[src/rtl/flash_poll_pkg.sv]
package flash_poll_pkg;

   typedef enum logic [1:0] {
      FP_IDLE  = 2'd0,
      FP_PROG  = 2'd1,
      FP_ERASE = 2'd2,
      FP_SUSP  = 2'd3
   } fp_mode_e;

   localparam int unsigned FP_BIT_BUSY  = 7;
   localparam int unsigned FP_BIT_TGL_A = 6;
   localparam int unsigned FP_BIT_WIN   = 3;
   localparam int unsigned FP_BIT_TGL_B = 2;

   typedef struct packed {
      logic show_status;
      logic flip_a;
      logic flip_b;
   } fp_action_t;

   function automatic fp_action_t fp_decode(input fp_mode_e mode, input logic hit);
      fp_action_t act;
      act = '0;
      unique case (mode)
         FP_IDLE:  act = '{show_status: 1'b0, flip_a: 1'b0, flip_b: 1'b0};
         FP_PROG:  act = '{show_status: 1'b1, flip_a: 1'b1, flip_b: 1'b0};
         FP_ERASE: act = '{show_status: 1'b1, flip_a: 1'b1, flip_b: 1'b1};
         FP_SUSP:  act = '{show_status: hit,  flip_a: 1'b0, flip_b: hit};
         default:  act = '0;
      endcase
      return act;
   endfunction

endpackage

[src/rtl/fps_toggle_ctrl.sv]
module fps_toggle_ctrl
   import flash_poll_pkg::*;
(
   input  logic     clk,
   input  logic     rst_n,
   input  logic     rd_stb,
   input  fp_mode_e mode,
   input  logic     hit,
   output logic     tgl_a,
   output logic     tgl_b,
   output logic     show_status
);

   fp_action_t act;

   always_comb begin
      act         = fp_decode(mode, hit);
      show_status = act.show_status;
   end

   always_ff @(posedge clk or negedge rst_n) begin
      if (!rst_n) begin
         tgl_a <= 1'b0;
         tgl_b <= 1'b0;
      end else if (rd_stb) begin
         if (act.flip_a) tgl_a <= ~tgl_a;
         if (act.flip_b) tgl_b <= ~tgl_b;
      end
   end

   p_idle_hold_r2: assert property (@(posedge clk) disable iff (!rst_n)
      (rd_stb && mode == FP_IDLE) |=> ($stable(tgl_a) && $stable(tgl_b)));

   p_prog_a_only_r3: assert property (@(posedge clk) disable iff (!rst_n)
      (rd_stb && mode == FP_PROG) |=> ((tgl_a != $past(tgl_a)) && $stable(tgl_b)));

   p_erase_both_r4: assert property (@(posedge clk) disable iff (!rst_n)
      (rd_stb && mode == FP_ERASE) |=> ((tgl_a != $past(tgl_a)) && (tgl_b != $past(tgl_b))));

   p_susp_hit_b_r5: assert property (@(posedge clk) disable iff (!rst_n)
      (rd_stb && mode == FP_SUSP && hit) |=> ($stable(tgl_a) && (tgl_b != $past(tgl_b))));

   p_susp_miss_hold_r6: assert property (@(posedge clk) disable iff (!rst_n)
      (rd_stb && mode == FP_SUSP && !hit) |=> ($stable(tgl_a) && $stable(tgl_b)));

   p_no_strobe_hold_r9: assert property (@(posedge clk) disable iff (!rst_n)
      !rd_stb |=> ($stable(tgl_a) && $stable(tgl_b)));

endmodule

[src/rtl/fps_status_fmt.sv]
module fps_status_fmt
   import flash_poll_pkg::*;
#(
   parameter int unsigned DATA_W = 16
) (
   input  logic              busy_bit,
   input  logic              win_bit,
   input  logic              tgl_a,
   input  logic              tgl_b,
   output logic [DATA_W-1:0] status_word
);

   localparam int unsigned LANES = DATA_W / 8;

   logic [7:0] status_byte;

   always_comb begin
      status_byte               = 8'h00;
      status_byte[FP_BIT_BUSY]  = busy_bit;
      status_byte[FP_BIT_TGL_A] = tgl_a;
      status_byte[FP_BIT_WIN]   = win_bit;
      status_byte[FP_BIT_TGL_B] = tgl_b;
   end

   for (genvar ln = 0; ln < LANES; ln++) begin : g_lane
      assign status_word[ln*8 +: 8] = status_byte;
   end

endmodule

[src/rtl/fps_out_stage.sv]
module fps_out_stage #(
   parameter int unsigned DATA_W  = 16,
   parameter bit          REG_OUT = 1'b1
) (
   input  logic              clk,
   input  logic              rst_n,
   input  logic              rd_stb,
   input  logic              show_status,
   input  logic [DATA_W-1:0] status_word,
   input  logic [DATA_W-1:0] array_data,
   output logic [DATA_W-1:0] rd_data,
   output logic              rd_valid
);

   logic [DATA_W-1:0] sel_word;

   assign sel_word = show_status ? status_word : array_data;

   if (REG_OUT) begin : g_reg
      always_ff @(posedge clk or negedge rst_n) begin
         if (!rst_n) begin
            rd_data  <= '0;
            rd_valid <= 1'b0;
         end else begin
            rd_valid <= rd_stb;
            if (rd_stb) rd_data <= sel_word;
         end
      end

      p_valid_pulse_r10: assert property (@(posedge clk) disable iff (!rst_n)
         rd_stb |=> rd_valid);

      p_valid_low_r10: assert property (@(posedge clk) disable iff (!rst_n)
         !rd_stb |=> !rd_valid);

      p_data_hold_r10: assert property (@(posedge clk) disable iff (!rst_n)
         !rd_stb |=> $stable(rd_data));

      p_array_pass_r6: assert property (@(posedge clk) disable iff (!rst_n)
         (rd_stb && !show_status) |=> (rd_data == $past(array_data)));
   end else begin : g_comb
      assign rd_data  = sel_word;
      assign rd_valid = rd_stb;
   end

endmodule

[src/rtl/flash_poll_status.sv]
module flash_poll_status
   import flash_poll_pkg::*;
#(
   parameter int unsigned DATA_W  = 16,
   parameter bit          REG_OUT = 1'b1
) (
   input  logic              clk,
   input  logic              rst_n,
   input  logic [1:0]        op_mode_i,
   input  logic              sect_erasing_i,
   input  logic              erase_dq7_i,
   input  logic              erase_dq3_i,
   input  logic [DATA_W-1:0] array_data_i,
   input  logic              rd_stb_i,
   output logic [DATA_W-1:0] rd_data_o,
   output logic              rd_valid_o
);

   if (DATA_W < 8 || (DATA_W % 8) != 0) begin : g_bad_width
      $error("flash_poll_status: DATA_W must be a positive multiple of 8");
   end

   fp_mode_e          mode;
   logic              tgl_a;
   logic              tgl_b;
   logic              show_status;
   logic [DATA_W-1:0] status_word;

   assign mode = fp_mode_e'(op_mode_i);

   fps_toggle_ctrl u_toggle (
      .clk         (clk),
      .rst_n       (rst_n),
      .rd_stb      (rd_stb_i),
      .mode        (mode),
      .hit         (sect_erasing_i),
      .tgl_a       (tgl_a),
      .tgl_b       (tgl_b),
      .show_status (show_status)
   );

   fps_status_fmt #(.DATA_W(DATA_W)) u_fmt (
      .busy_bit    (erase_dq7_i),
      .win_bit     (erase_dq3_i),
      .tgl_a       (tgl_a),
      .tgl_b       (tgl_b),
      .status_word (status_word)
   );

   fps_out_stage #(.DATA_W(DATA_W), .REG_OUT(REG_OUT)) u_out (
      .clk         (clk),
      .rst_n       (rst_n),
      .rd_stb      (rd_stb_i),
      .show_status (show_status),
      .status_word (status_word),
      .array_data  (array_data_i),
      .rd_data     (rd_data_o),
      .rd_valid    (rd_valid_o)
   );

endmodule

[config.mk]
export PLATFORM = sky130hd
export DESIGN_NAME = flash_poll_status
export DESIGN_NICKNAME = d
export VERILOG_FILES = /design/src/rtl/flash_poll_pkg.sv /design/src/rtl/fps_toggle_ctrl.sv /design/src/rtl/fps_status_fmt.sv /design/src/rtl/fps_out_stage.sv /design/src/rtl/flash_poll_status.sv
export SDC_FILE = /design/constraint.sdc
export NUM_CORES = 1
export LEC_CHECK = 0
export ABC_AREA = 1
export ABC_CLOCK_PERIOD_IN_PS = 1830
export BUFFER_PORTS_ARGS = -buffer_cell sky130_fd_sc_hd__buf_2
export CAP_MARGIN = 15
export CELL_PAD_IN_SITES_DETAIL_PLACEMENT = 1
export CELL_PAD_IN_SITES_GLOBAL_PLACEMENT = 1
export CORE_ASPECT_RATIO = 1.4
export CORE_UTILIZATION = 25
export CTS_BUF_LIST = sky130_fd_sc_hd__clkbuf_2
export CTS_CLUSTER_DIAMETER = 50
export DETAILED_ROUTE_END_ITERATION = 10
export GPL_TIMING_DRIVEN = 1
export PLACE_DENSITY = 0.67
export SYNTH_ARGS = -nofsm -noshare
export SYNTH_HDL_FRONTEND = slang
export SYNTH_SLANG_ARGS = --single-unit
[constraint.sdc]
create_clock -name clk -period 1.83 [get_ports clk]
set_clock_uncertainty 0.2 [all_clocks]
set_input_delay 0.366 -clock clk [delete_from_list [all_inputs] [get_ports clk]]
set_output_delay 0.366 -clock clk [all_outputs]
set_load 0.03 [all_outputs]
== Yosys cells after proc, flatten, opt, wreduce, memory -nomap -nowiden ==
Index checks and enable logic that the tools add are counted.
Storage, ports and cells
  output and inout port bits: 17
  word-level logic and storage cells: 14
  bits of input ports: 24
  flip-flop bits (word level): 19
Cells by class
  bitwise operators: 2
  multiplexer cells: 2
  eq/ne operators: 3
  reductions and logical operators: 3
Operators with widths (count)
  $mux 16: 1
  $pmux 3 s4: 1
  $eq 2x2->1 const B: 2
  $reduce_and 2->1: 2
  $eq 2x1->1 const B: 1
  $logic_not 2->1: 1
  $not 1->1: 2

== Depth between registers and ports, before layout ==
  depth after elaboration: 3
  gate-level depth with buffers: 10
  gate-level depth less buffers: 9

== Modules after synthesis ==
Synthesis repeated with hierarchy kept, for this count alone.
Second synthesis, totals
  cell total of the unflattened synthesis: 173
  area total of the unflattened synthesis: 1198.6 um^2
Modules (own cells, without submodules)
  fps_out_stage: seq. area each 425.4 um^2, area an instance 929.6 um^2, instances 1, cells each 137
  fps_toggle_ctrl: seq. area each 50.0 um^2, area an instance 145.1 um^2, instances 1, cells each 19
  fps_status_fmt: seq. area each 0.0 um^2, area an instance 123.9 um^2, instances 1, cells each 17

== Worst setup path before layout ==
OpenSTA, ideal clock, no wires.
  path type: in2reg
  from: input op_mode_i[0]
  to: register u_out.rd_data[2]
  stages on the path: 10
  data required time: 1.565 ns
  arrival time: 1.200 ns
  path slack: 0.365 ns
  path buffers: 1
  cells stage by stage: inv_1 > ha_1 > inv_1 > nand3_1 > nand2_4 > buf_8 > nand2_2 > nand2_1 > nand2_1 > nand2_1
Between the ends
  word-level cells in the longest chain between the ends: 3
  elaborated cells between the ends (all ways): 6
Ends and longest elaborated chain
  start: declaration: line flash_poll_status.sv:9  | input logic [1:0] op_mode_i,
  $eq 2x2->1 (tied with other cells): line flash_poll_pkg.sv:24  | unique case (mode)
  $pmux 3 s4 (*): line flash_poll_pkg.sv:24
  $mux 16 (*): line fps_out_stage.sv:17  | assign sel_word = show_status ? status_word : array_data;
  end signal: assignment: line fps_out_stage.sv:26  | if (rd_stb) rd_data <= sel_word;
  end: declaration: line fps_out_stage.sv:11  | output logic [DATA_W-1:0] rd_data,
Mark *: on every way between the ends. The rest lies on a longest branch, timed or not.
A chain may end at the register's enable or synchronous reset.

== Worst setup path after layout ==
  from: register u_out.rd_data[6]
  to: output rd_data_o[6]
RTL lines
  end: declaration: line flash_poll_status.sv:15  | output logic [DATA_W-1:0] rd_data_o,
No word-level cell between the ends.

==> run summary <==
The number of clock sinks came out at 19. In this run, distinct cell masters in the synthesized netlist total 16. The run gives 0.513 as the relative contribution of sequential cells to total power. The logs give 0.137 for the global routing usage summed across all routing layers and 0.30 ns for the source-to-sink clock delay at the later pin of the worst-skew pair. STA classifies the critical path endpoint as an output port. The layout cell share with drive strength beyond 1 came out at 0.331. Reg-to-reg critical path endpoint: u_out.rd_data[10]. HPWL reported at the end of detailed placement: 1780 um.

Setup repair after global routing left no endpoint under its margin. STA puts the critical path data required time at 1.26 ns. For the number of H-tree branching levels, the log shows 1.

The portion of synthesized cell area occupied by the leading cell type is 0.532. The logs give 106 for the number of instances in the synthesized netlist and 475 um^2 for the flip-flop and latch area. The main flop type after synthesis is sky130_fd_sc_hd__dfrtp_1. Part of the total power dissipated in combinational logic: 0.314. In the detailed route, the total length drawn on met3 is 78 um.

The commonest cells after synthesis are sky130_fd_sc_hd__nand2_1, sky130_fd_sc_hd__dfrtp_1, sky130_fd_sc_hd__nand3_1. TritonCTS built the clock tree. The class of the tightest hold or removal check is in2reg. The cell family contributing the most delay on the critical path is flip-flops.

For the count of nets left with antenna violations after detail routing, the log shows 0. The worst register-to-register path begins at u_toggle.tgl_b. The final hold slack was 0.0785 ns. The signed area change from the synthesized netlist to the final layout is 27.5%, and the placement row count is 25. The post-route core utilization is 0.334. The Yosys step of the flow raised 0 warnings. The total number of cells along the worst setup path is 1, and the clock transition at the register clock pins on the worst setup and hold paths after CTS is 0.17 ns. Setup slack closes at 0.353 ns. The number of hold-slack violations in the final timing report is 0, and the core box area is 0.00341 mm^2. For the worst slack after detailed placement, the log shows 0.100 ns.

The run finished with clean final reports. The worst max-slew margin expressed relative to the limit was 0.716; the via density per instance was 4.35. The tools report the number of filler instances in the final layout as 431. By area the synthesized netlist is led by sky130_fd_sc_hd__dfrtp_1, sky130_fd_sc_hd__nand2_1, sky130_fd_sc_hd__nand3_1, sky130_fd_sc_hd__ha_1, sky130_fd_sc_hd__buf_8.

For this run, design rule violations remaining after detail routing come to 0. The termination of the worst setup path was rd_data_o[6]. The delay of the slowest critical-path stage was 0.43 ns; the number of violations reported at the end of detailed-routing iteration 0 was 5. 41 I/O pins were placed. Among all stages on the critical path, the largest delay is contributed by sky130_fd_sc_hd__dfrtp_1. Port buffering added 40 buffers.

Derived from the worst setup path, the maximum achievable clock frequency is 677 MHz. After detailed placement, the design holds a cell count of 183. The proportion of power drawn by the clock network came out at 0.172. The power per standard cell area was 914 mW/mm^2.

Of all nets on the critical path, the largest fanout is 2. 0 antenna diodes ended up in the layout. The first global-routing pass estimated 3890 um of wire. The max capacitance violation total is 0, and the number of iterations in the first detailed-routing pass is 4.

Entering global routing, the biggest net connects 20 pins. The wire length per cell after detailed routing is 11.8 um, and the post-route met1 wirelength is 914 um. The async set-or-reset flop fraction in the synthesized netlist was 1.00; the share of the cycle needed by the critical path after routing was 0.807. The part of the Yosys area used for sequential elements came out at 0.532. The logs give 0 ns for the final sum of negative setup slack and 0.673 for the final RePlAce weighted congestion. The logs give 3 for the number of clock buffers inserted by TritonCTS and 383 uW for the power spent charging and discharging nets. The number of cells on the worst reg-to-reg path is 4.

The signal arrival time at the worst endpoint is 0.91 ns, and the transition time at the pin with the least slew margin is 0.425 ns. The total placed instance area is 0.00111 mm^2, and the number of enable flip-flop cells after synthesis is 0. Tracing the worst setup path back leads to its startpoint at u_out.rd_data[6]. The max-slew violation count was 0. The die height is 72.7 um.

The number of antenna violations at the first check in global routing is 0. The tools report the internal power contribution as 658 uW. In this run the register-to-register setup slack is 0.82 ns.

Final cell area excluding filler cells: 0.00114 mm^2. Counting every net in the synthesized netlist gives 132. The cell sitting at the root of the clock tree is a sky130_fd_sc_hd__clkbuf_2.

In the final design database the tool counted 175 nets. The fraction of power spent switching nets works out to 0.368. Summing over every cut layer, the via total after detailed routing is 817.

Buffers added to address setup during post-CTS repair amount to 0. The multi-input combinational cells in the finished layout cover a total of 357 um^2. The cell taking the most area after synthesis was sky130_fd_sc_hd__dfrtp_1.

After synthesis the netlist holds a flip-flop and latch count of 19. The per-instance average area after synthesis is 8.43 um^2, and the post-detailed-routing wire length is 2220 um. The die covers 0.00382 mm^2. For the initial core utilization, the log shows 0.262. The clock passes through at most 2 buffers.

Total power for the finished layout comes to 1.04 mW. The final-report setup violation count is 0. The signal on the critical path passes through buf_2. The count of buffering cells on the critical path with inverters included was 1; the global-route congestion overflow total was 0. Detailed routing placed a total of 1190 um of wire on met2.

The chip width is 52.5 um, and the post-synthesis cell area is 893 um^2. The kind of critical path is reg2out. The most common cell in the synthesized netlist was sky130_fd_sc_hd__nand2_1. The tools report the number of global-route vias before repair as 882. STA classifies the critical path startpoint as a flop.

The minimum clock period after layout came out at 1.48 ns. Uppermost layer routed: met4. VDD sags by at most 0.000337 V. For this design the static power due to leakage is 0.686 nW.

The final cell count without fillers was 188.
worst min path at each step:
stage | slack (ns) | startpoint | cells after the start | endpoint
final | 0.08 | array_data_i[4] | 3 | u_out.rd_data[4]
after global routing | 0.07 | array_data_i[4] | 3 | u_out.rd_data[4]
after CTS | 0.06 | array_data_i[4] | 3 | u_out.rd_data[4]
after detailed placement | 0.13 | rst_n | 1 | u_out.rd_data[15]
after global placement | 0.13 | rst_n | 1 | u_out.rd_data[14]
after floorplan | -0.13 | rst_n | 0 | u_out.rd_data[0]
registers in the layout, indices dropped and copies added (netlist names):
name,count
u_toggle.tgl_b,1
u_out.rd_data,16
u_toggle.tgl_a,1
u_out.rd_valid,1
cell type report:
type | count | share of cell area
clock buffer | 4 | 0.0176
inverter | 3 | 0.00989
multi-input combinational | 79 | 0.313
sequential | 19 | 0.418
tap | 40 | 0.0440
timing repair buffer | 43 | 0.198
cell usage in the layout, fill, tap and decap left out:
cell type / Yosys / layout
sky130_fd_sc_hd__buf_2: 2 / 40
sky130_fd_sc_hd__nand2_2: 2 / 2
sky130_fd_sc_hd__or2_1: 1 / 1
sky130_fd_sc_hd__dlygate4sd3_1: 0 / 1
sky130_fd_sc_hd__ha_1: 2 / 2
sky130_fd_sc_hd__nand2_1: 56 / 56
sky130_fd_sc_hd__nand3_1: 14 / 14
sky130_fd_sc_hd__clkinv_1: 1 / 1
sky130_fd_sc_hd__dfrtp_1: 19 / 19
sky130_fd_sc_hd__inv_1: 2 / 2
sky130_fd_sc_hd__nand2_4: 1 / 1
sky130_fd_sc_hd__nor2_1: 1 / 1
sky130_fd_sc_hd__clkbuf_2: 0 / 4
sky130_fd_sc_hd__buf_4: 0 / 2
sky130_fd_sc_hd__xor2_1: 1 / 1
sky130_fd_sc_hd__xnor2_1: 1 / 1
cell families after synthesis:
kind of cell / after synthesis / synth area share
simple gates: 75 / 0.352
buf+inv: 8 / 0.0686
flops: 19 / 0.532
fa+ha+maj: 2 / 0.0280
xor+xnor: 2 / 0.0196
metal layers:
layer / global-route usage / vias to the layer above
met3: 0.0250 / 4
met1: 0.167 / 384
met2: 0.231 / 19
met5: 0 / -
met4: 0.0614 / 0
li1: - / 410
worst reg2reg max path, stage by stage, from the launching register on:
cell                      delay (ns)
sky130_fd_sc_hd__dfrtp_1        0.43
sky130_fd_sc_hd__nand3_1        0.12
sky130_fd_sc_hd__nand2_1        0.06
sky130_fd_sc_hd__nand2_1        0.05
sky130_fd_sc_hd__nand2_1        0.05
what timing repair did:
item | in CTS | in global routing
hold endpoints to repair | 19 | 0
hold buffers | 1 | 0
resized for setup | 0 | 0
power by group through the flow:
stage	registers, mW	logic (mW)	clock network [mW]
5_1_grt	0.545	0.369	0.200
3_5_place_dp	0.543	0.334	0
3_3_place_gp	0.541	0.325	0
6_report	0.534	0.327	0.179
2_1_floorplan	0.636	0.126	0
4_1_cts	0.536	0.335	0.191
(Power assumes the default switching activity.)
